===== src/rtl/bm_pkg.sv =====
package bm_pkg;
    typedef enum logic [1:0] {
        S_IDLE  = 2'd0,
        S_RUN   = 2'd1,
        S_HALT  = 2'd2,
        S_DRAIN = 2'd3
    } bm_state_e;

    localparam int CMD_START_BIT = 0;
    localparam int CMD_DIR_BIT   = 3;
    localparam int CMD_LANE      = 0;
    localparam int STAT_LANE     = 2;
    localparam int ST_ACT_BIT    = 0;
    localparam int ST_ERR_BIT    = 1;
    localparam int ST_INT_BIT    = 2;
endpackage


===== src/rtl/bm_ptr_reg.sv =====
module bm_ptr_reg #(
    parameter int BUS_W     = 32,
    parameter int PTR_ALIGN = 2
) (
    input  logic               clk,
    input  logic               rst_n,
    input  logic               wr_en,
    input  logic [BUS_W/8-1:0] be,
    input  logic [BUS_W-1:0]   wdata,
    output logic [BUS_W-1:0]   ptr
);
    localparam int LANES = BUS_W / 8;
    localparam logic [BUS_W-1:0] KEEP = ~((BUS_W'(1) << PTR_ALIGN) - BUS_W'(1));

    logic [BUS_W-1:0] ptr_q;

    for (genvar i = 0; i < LANES; i++) begin : g_lane
        always_ff @(posedge clk) begin
            if (!rst_n) begin
                ptr_q[8*i +: 8] <= 8'h00;
            end else if (wr_en && be[i]) begin
                ptr_q[8*i +: 8] <= wdata[8*i +: 8] & KEEP[8*i +: 8];
            end
        end
    end

    assign ptr = ptr_q;
endmodule


===== src/rtl/bm_cmd_fsm.sv =====
module bm_cmd_fsm
    import bm_pkg::*;
(
    input  logic      clk,
    input  logic      rst_n,
    input  logic      cmd_we,
    input  logic      wr_start,
    input  logic      eng_busy,
    input  logic      eng_finish,
    output bm_state_e state,
    output logic      active,
    output logic      start_bit,
    output logic      reload,
    output logic      start_pulse,
    output logic      stop_pulse
);
    bm_state_e state_q, state_d;
    logic      start_d, stop_d, start_q, stop_q;

    always_comb begin
        state_d = state_q;
        start_d = 1'b0;
        stop_d  = 1'b0;
        reload  = 1'b0;
        unique case (state_q)
            S_IDLE: begin
                if (cmd_we && wr_start) begin
                    state_d = S_RUN;
                    start_d = 1'b1;
                    reload  = 1'b1;
                end
            end
            S_RUN: begin
                if (cmd_we && !wr_start) begin
                    if (eng_busy) begin
                        state_d = S_DRAIN;
                    end else begin
                        state_d = S_IDLE;
                        stop_d  = 1'b1;
                    end
                end else if (eng_finish) begin
                    state_d = S_HALT;
                end
            end
            S_HALT: begin
                if (cmd_we && !wr_start) begin
                    state_d = S_IDLE;
                end
            end
            S_DRAIN: begin
                if (cmd_we && wr_start) begin
                    state_d = S_RUN;
                    reload  = 1'b1;
                end else if (!eng_busy) begin
                    state_d = S_IDLE;
                    stop_d  = 1'b1;
                end
            end
            default: state_d = S_IDLE;
        endcase
    end

    always_ff @(posedge clk) begin
        if (!rst_n) begin
            state_q <= S_IDLE;
        end else begin
            state_q <= state_d;
        end
    end

    always_ff @(posedge clk) begin
        if (!rst_n) begin
            start_q <= 1'b0;
            stop_q  <= 1'b0;
        end else begin
            start_q <= start_d;
            stop_q  <= stop_d;
        end
    end

    assign state       = state_q;
    assign active      = (state_q == S_RUN) || (state_q == S_DRAIN);
    assign start_bit   = (state_q == S_RUN) || (state_q == S_HALT);
    assign start_pulse = start_q;
    assign stop_pulse  = stop_q;
endmodule


===== src/rtl/bm_irq_status.sv =====
module bm_irq_status (
    input  logic clk,
    input  logic rst_n,
    input  logic dev_irq,
    input  logic eng_error,
    input  logic clr_err,
    input  logic clr_int,
    output logic err_bit,
    output logic int_bit,
    output logic host_irq
);
    logic irq_q, err_q, int_q;
    logic irq_rise;

    assign irq_rise = dev_irq && !irq_q;

    always_ff @(posedge clk) begin
        if (!rst_n) begin
            irq_q <= 1'b0;
            err_q <= 1'b0;
            int_q <= 1'b0;
        end else begin
            irq_q <= dev_irq;
            if (eng_error) begin
                err_q <= 1'b1;
            end else if (clr_err) begin
                err_q <= 1'b0;
            end
            if (irq_rise) begin
                int_q <= 1'b1;
            end else if (clr_int) begin
                int_q <= 1'b0;
            end
        end
    end

    assign err_bit  = err_q;
    assign int_bit  = int_q;
    assign host_irq = irq_q;
endmodule


===== src/rtl/bm_regs.sv =====
module bm_regs
    import bm_pkg::*;
#(
    parameter int BUS_W     = 32,
    parameter int ADDR_W    = 2,
    parameter int CMD_WORD  = 0,
    parameter int PTR_WORD  = 1,
    parameter int PTR_ALIGN = 2
) (
    input  logic               clk,
    input  logic               rst_n,
    input  logic               reg_valid,
    input  logic               reg_write,
    input  logic [ADDR_W-1:0]  reg_addr,
    input  logic [BUS_W/8-1:0] reg_be,
    input  logic [BUS_W-1:0]   reg_wdata,
    output logic [BUS_W-1:0]   reg_rdata,
    input  logic               eng_busy,
    input  logic               eng_finish,
    input  logic               eng_error,
    output logic               eng_start_o,
    output logic               eng_stop_o,
    output logic               eng_dir_o,
    output logic [BUS_W-1:0]   work_ptr_o,
    input  logic               dev_irq,
    output logic               host_irq
);
    localparam int LANES = BUS_W / 8;
    localparam int ST_ERR_POS = 8 * STAT_LANE + ST_ERR_BIT;
    localparam int ST_INT_POS = 8 * STAT_LANE + ST_INT_BIT;

    logic             hit_cmd, hit_ptr, do_wr, do_rd;
    logic             cmd_we, ptr_we, st_we;
    logic             act_bit, start_bit, reload, err_bit, int_bit;
    logic             dir_q;
    logic [BUS_W-1:0] ptr_q, work_q, rd_q, word_sel, rd_d;
    logic [7:0]       cmd_byte, stat_byte;
    bm_state_e        fsm_state;

    assign do_wr   = reg_valid && reg_write;
    assign do_rd   = reg_valid && !reg_write;
    assign hit_cmd = (reg_addr == ADDR_W'(CMD_WORD));
    assign hit_ptr = (reg_addr == ADDR_W'(PTR_WORD));
    assign cmd_we  = do_wr && hit_cmd && reg_be[CMD_LANE];
    assign st_we   = do_wr && hit_cmd && reg_be[STAT_LANE];
    assign ptr_we  = do_wr && hit_ptr;

    bm_cmd_fsm u_fsm (
        .clk         (clk),
        .rst_n       (rst_n),
        .cmd_we      (cmd_we),
        .wr_start    (reg_wdata[CMD_START_BIT]),
        .eng_busy    (eng_busy),
        .eng_finish  (eng_finish),
        .state       (fsm_state),
        .active      (act_bit),
        .start_bit   (start_bit),
        .reload      (reload),
        .start_pulse (eng_start_o),
        .stop_pulse  (eng_stop_o)
    );

    bm_ptr_reg #(.BUS_W(BUS_W), .PTR_ALIGN(PTR_ALIGN)) u_ptr (
        .clk   (clk),
        .rst_n (rst_n),
        .wr_en (ptr_we),
        .be    (reg_be),
        .wdata (reg_wdata),
        .ptr   (ptr_q)
    );

    bm_irq_status u_irq (
        .clk       (clk),
        .rst_n     (rst_n),
        .dev_irq   (dev_irq),
        .eng_error (eng_error),
        .clr_err   (st_we && reg_wdata[ST_ERR_POS]),
        .clr_int   (st_we && reg_wdata[ST_INT_POS]),
        .err_bit   (err_bit),
        .int_bit   (int_bit),
        .host_irq  (host_irq)
    );

    always_ff @(posedge clk) begin
        if (!rst_n) begin
            dir_q  <= 1'b0;
            work_q <= '0;
        end else begin
            if (cmd_we) begin
                dir_q <= reg_wdata[CMD_DIR_BIT];
            end
            if (reload) begin
                work_q <= ptr_q;
            end
        end
    end

    always_comb begin
        cmd_byte = 8'h00;
        cmd_byte[CMD_START_BIT] = start_bit;
        cmd_byte[CMD_DIR_BIT]   = dir_q;
        stat_byte = 8'h00;
        stat_byte[ST_ACT_BIT] = act_bit;
        stat_byte[ST_ERR_BIT] = err_bit;
        stat_byte[ST_INT_BIT] = int_bit;
        word_sel = '0;
        if (hit_cmd) begin
            word_sel[8*CMD_LANE +: 8]  = cmd_byte;
            word_sel[8*STAT_LANE +: 8] = stat_byte;
        end else if (hit_ptr) begin
            word_sel = ptr_q;
        end
    end

    for (genvar i = 0; i < LANES; i++) begin : g_rd_lane
        assign rd_d[8*i +: 8] = reg_be[i] ? word_sel[8*i +: 8] : 8'h00;
    end

    always_ff @(posedge clk) begin
        if (!rst_n) begin
            rd_q <= '0;
        end else if (do_rd) begin
            rd_q <= rd_d;
        end
    end

    assign reg_rdata  = rd_q;
    assign eng_dir_o  = dir_q;
    assign work_ptr_o = work_q;
endmodule


===== config.mk =====
export PLATFORM = sky130hd
export DESIGN_NAME = bm_regs
export DESIGN_NICKNAME = d
export VERILOG_FILES = /design/src/rtl/bm_pkg.sv /design/src/rtl/bm_ptr_reg.sv /design/src/rtl/bm_cmd_fsm.sv /design/src/rtl/bm_irq_status.sv /design/src/rtl/bm_regs.sv
export SDC_FILE = /design/constraint.sdc
export NUM_CORES = 1
export LEC_CHECK = 0
export BUFFER_PORTS_ARGS = -buffer_cell sky130_fd_sc_hd__buf_2
export CAP_MARGIN = 20
export CORE_MARGIN = 5
export CORE_UTILIZATION = 35
export CTS_CLUSTER_DIAMETER = 100
export DETAILED_ROUTE_END_ITERATION = 6
export PLACE_DENSITY = 0.64
export SLEW_MARGIN = 25
export SYNTH_ARGS = -nofsm -noshare
export SYNTH_HDL_FRONTEND = slang
export SYNTH_HIERARCHICAL = 1
export SYNTH_SLANG_ARGS = --single-unit

===== constraint.sdc =====
create_clock -name clk -period 2.46 [get_ports clk]
set_clock_uncertainty 0.2 [all_clocks]
set_input_delay 0.246 -clock clk [delete_from_list [all_inputs] [get_ports clk]]
set_output_delay 0.246 -clock clk [all_outputs]
set_load 0.01 [all_outputs]

==> metrics.csv <==
metric,value,unit
GRT overflow,0,
clock slew at reported path FFs,0.07,ns
CTS max path bufs,2,
RSZ-0062 raised after global routing,no,
clock period minus worst slack,1.848,ns
setup violators final,0,
P&R area growth vs syn,30.01,%
largest net degree at the start of global routing,49,
htree depth,3,
IO Count,114,
first-pass GRT wire length,18430,um
worst slew pin tran,0.5231,ns
critical path type,reg2reg,
fillcell total,1148,
initial antenna violation count,0,
instance count of the mapped netlist,414,
Pwr Total,0.003594,W
Hold Fails Final Rpt,0,
worst path required time,2.49,ns
Avg Synthesized Cell Area,10.35,sq um
setup TNS,0,ns
# clock sinks,102,
Post-Syn Area,4285,sq um
ANT nets after route,0,
final period utilization,0.7512,
Post-synth EDFFs,0,
HPWL after DPL,7603,um
core area,12010,sq um
Syn. warnings,6,
"commonest non-fill, non-tap cells in the layout","buf_2 (111), dfxtp_1 (102), nor2b_1 (64)",
vias in the first global route,3534,
Initial DRC Count,243,
routability cong.,0.7720,
Die X,120.7,um
worst ir drop on vdd,0.3565,mV
max cap viols,0,
met2 GRT Util,0.2683,
top_reg_cell synth,dfxtp_1,
DRC violations left,0,
Power Density,645.0,nW/um^2
Avg Vias per Cell,5.095,
routed via count,3536,
fraction of layout cells with a size suffix above 1,0.3126,
Antenna Cells,0,
"most common cell after layout, fill and taps aside",buf_2,
Crit. End Element,flop,
CTS Buf Count,9,
startpoint types,flop,
status,completed,
row count,40,
Starting Density,0.3568,
CTS tree,done,
met3 GRT Util,0.03368,
drt wl/cell,16.38,um
Synth area leaders,"dfxtp_1 (48%), nor2b_1 (9.5%), mux2i_1 (7.9%)",
register area share after synthesis,0.4765,
met1 Use GR,0.2002,
"Clk Latency, worst-skew pair",0.33,ns
Hold Crit Class,in2reg,
WL final,11370,um
Die Height,120.7,um
clk root buf,clkbuf_16,
setup bufs post-CTS,0,
Max Freq,541.2,MHz
Slew HR,0.6465,
gr usage total,0.1588,
Final Slew Violations,0,
gr busiest metal,met2,
Yosys top cell area share,0.4765,
DR pass1 iterations,5,
Lkg Pwr,2.207,nW
asr flop ratio synth,0,
die area,14560,sq um
worst-path fanout max,16,
Synth area leader,dfxtp_1,
Nets,596,
IO Port Bufs,112,
post-layout util,0.4639,
#FFs+latches synth,102,
Yosys cell types,41,
CP arrival,1.88,ns
## power breakdown
group	switching, W	leakage (nW)	internal (W)
Sequential	0.0000224	0.823	0.00167
Clock	0.000594	0.158	0.000938
Combinational	0.000185	1.23	0.000181
Total	0.000801	2.21	0.00279
## registers in the layout, summed over array words and instances (netlist names)
name	count
eng_dir_o	1
reg_rdata	32
u_fsm/start_pulse	1
u_fsm/state	2
u_fsm/stop_pulse	1
u_irq/err_bit	1
u_irq/host_irq	1
u_irq/int_bit	1
u_ptr/ptr	30
work_ptr_o	32
## layout make-up
| class | count | area, sq um | share of cell area |
|---|---|---|---|
| clock buffer | 11 | 252.7 | 0.04536 |
| clock inverter | 3 | 68.82 | 0.01235 |
| inverter | 3 | 11.26 | 0.002021 |
| multi-input combinational | 272 | 1987 | 0.3566 |
| sequential | 102 | 2042 | 0.3665 |
| tap | 147 | 183.9 | 0.03301 |
| timing repair buffer | 156 | 1026 | 0.1841 |
## synth_stat cells (2+ instances only)
master and instances:
buf_8 2, nand2_1 34, buf_4 4, nor2b_1 65, a32oi_1 27, nor4b_1 2, nand4_1 30, o21ai_0 3
ha_1 6, dfxtp_1 102, nand2b_1 3, a22oi_1 5, and2_4 3, inv_1 3, and2_1 6, buf_2 17
mux2_2 5, a21oi_1 3, mux2i_1 34, buf_6 8, clkbuf_1 7, o21ai_1 11, o21ai_2 16
## layer usage
metal | vias up | wire length, um
met2 | 83 | 5508
met3 | 12 | 489
met5 | - | 0
met1 | 1702 | 5200
li1 | 1739 | -
met4 | 0 | 170
## cell families after synthesis
family,share of synthesized area
DFF,0.4765
buffers and inverters,0.06365
adders and majority gates,0.01752
other,0.0008751
muxes,0.09255
AOI/OAI and AO/OA,0.1308
and+or+nand+nor,0.2181
## stage by stage
stage	area [sq um]	hold slack [ns]	setup slack, ns	std cells
after floorplan	4289	0.1227	0.3783	415
after global placement	4920	0.2543	0.4184	647
after detailed placement	4920	0.2604	0.3584	647
after CTS	5572	0.07017	0.5825	694
after global routing	5572	0.08816	0.4830	694
final	5572	0.08692	0.6121	694
## repair_timing
item                                   4_1_cts  5_1_grt
resized for setup                            0        0
hold buffers                                33        0
endpoints found under the hold margin       34        0
## critical path, cell delays in order, from the launching register on
cell and delay (ns):
dfxtp_1 0.41, inv_1 0.10, ha_1 0.35, nor2b_4 0.20, buf_12 0.21, mux2i_1 0.22, nor2b_1 0.06
## path summary, 6_finish.rpt
path                                             startpoint                     endpoint  slack (ns)  cells after the start
worst max-delay path            u_fsm/state[0]$_SDFFE_PN0P_  work_ptr_o[30]$_SDFFE_PN0P_        0.61                      6
worst min-delay path                           reg_wdata[0]  u_fsm/stop_pulse$_SDFF_PN0_        0.09                      3
worst max register to register  u_fsm/state[0]$_SDFFE_PN0P_  work_ptr_o[30]$_SDFFE_PN0P_        0.61                      6
worst min register to register       eng_dir_o$_SDFFE_PN0P_       eng_dir_o$_SDFFE_PN0P_        0.27                      2
(Power assumes the default switching activity.)
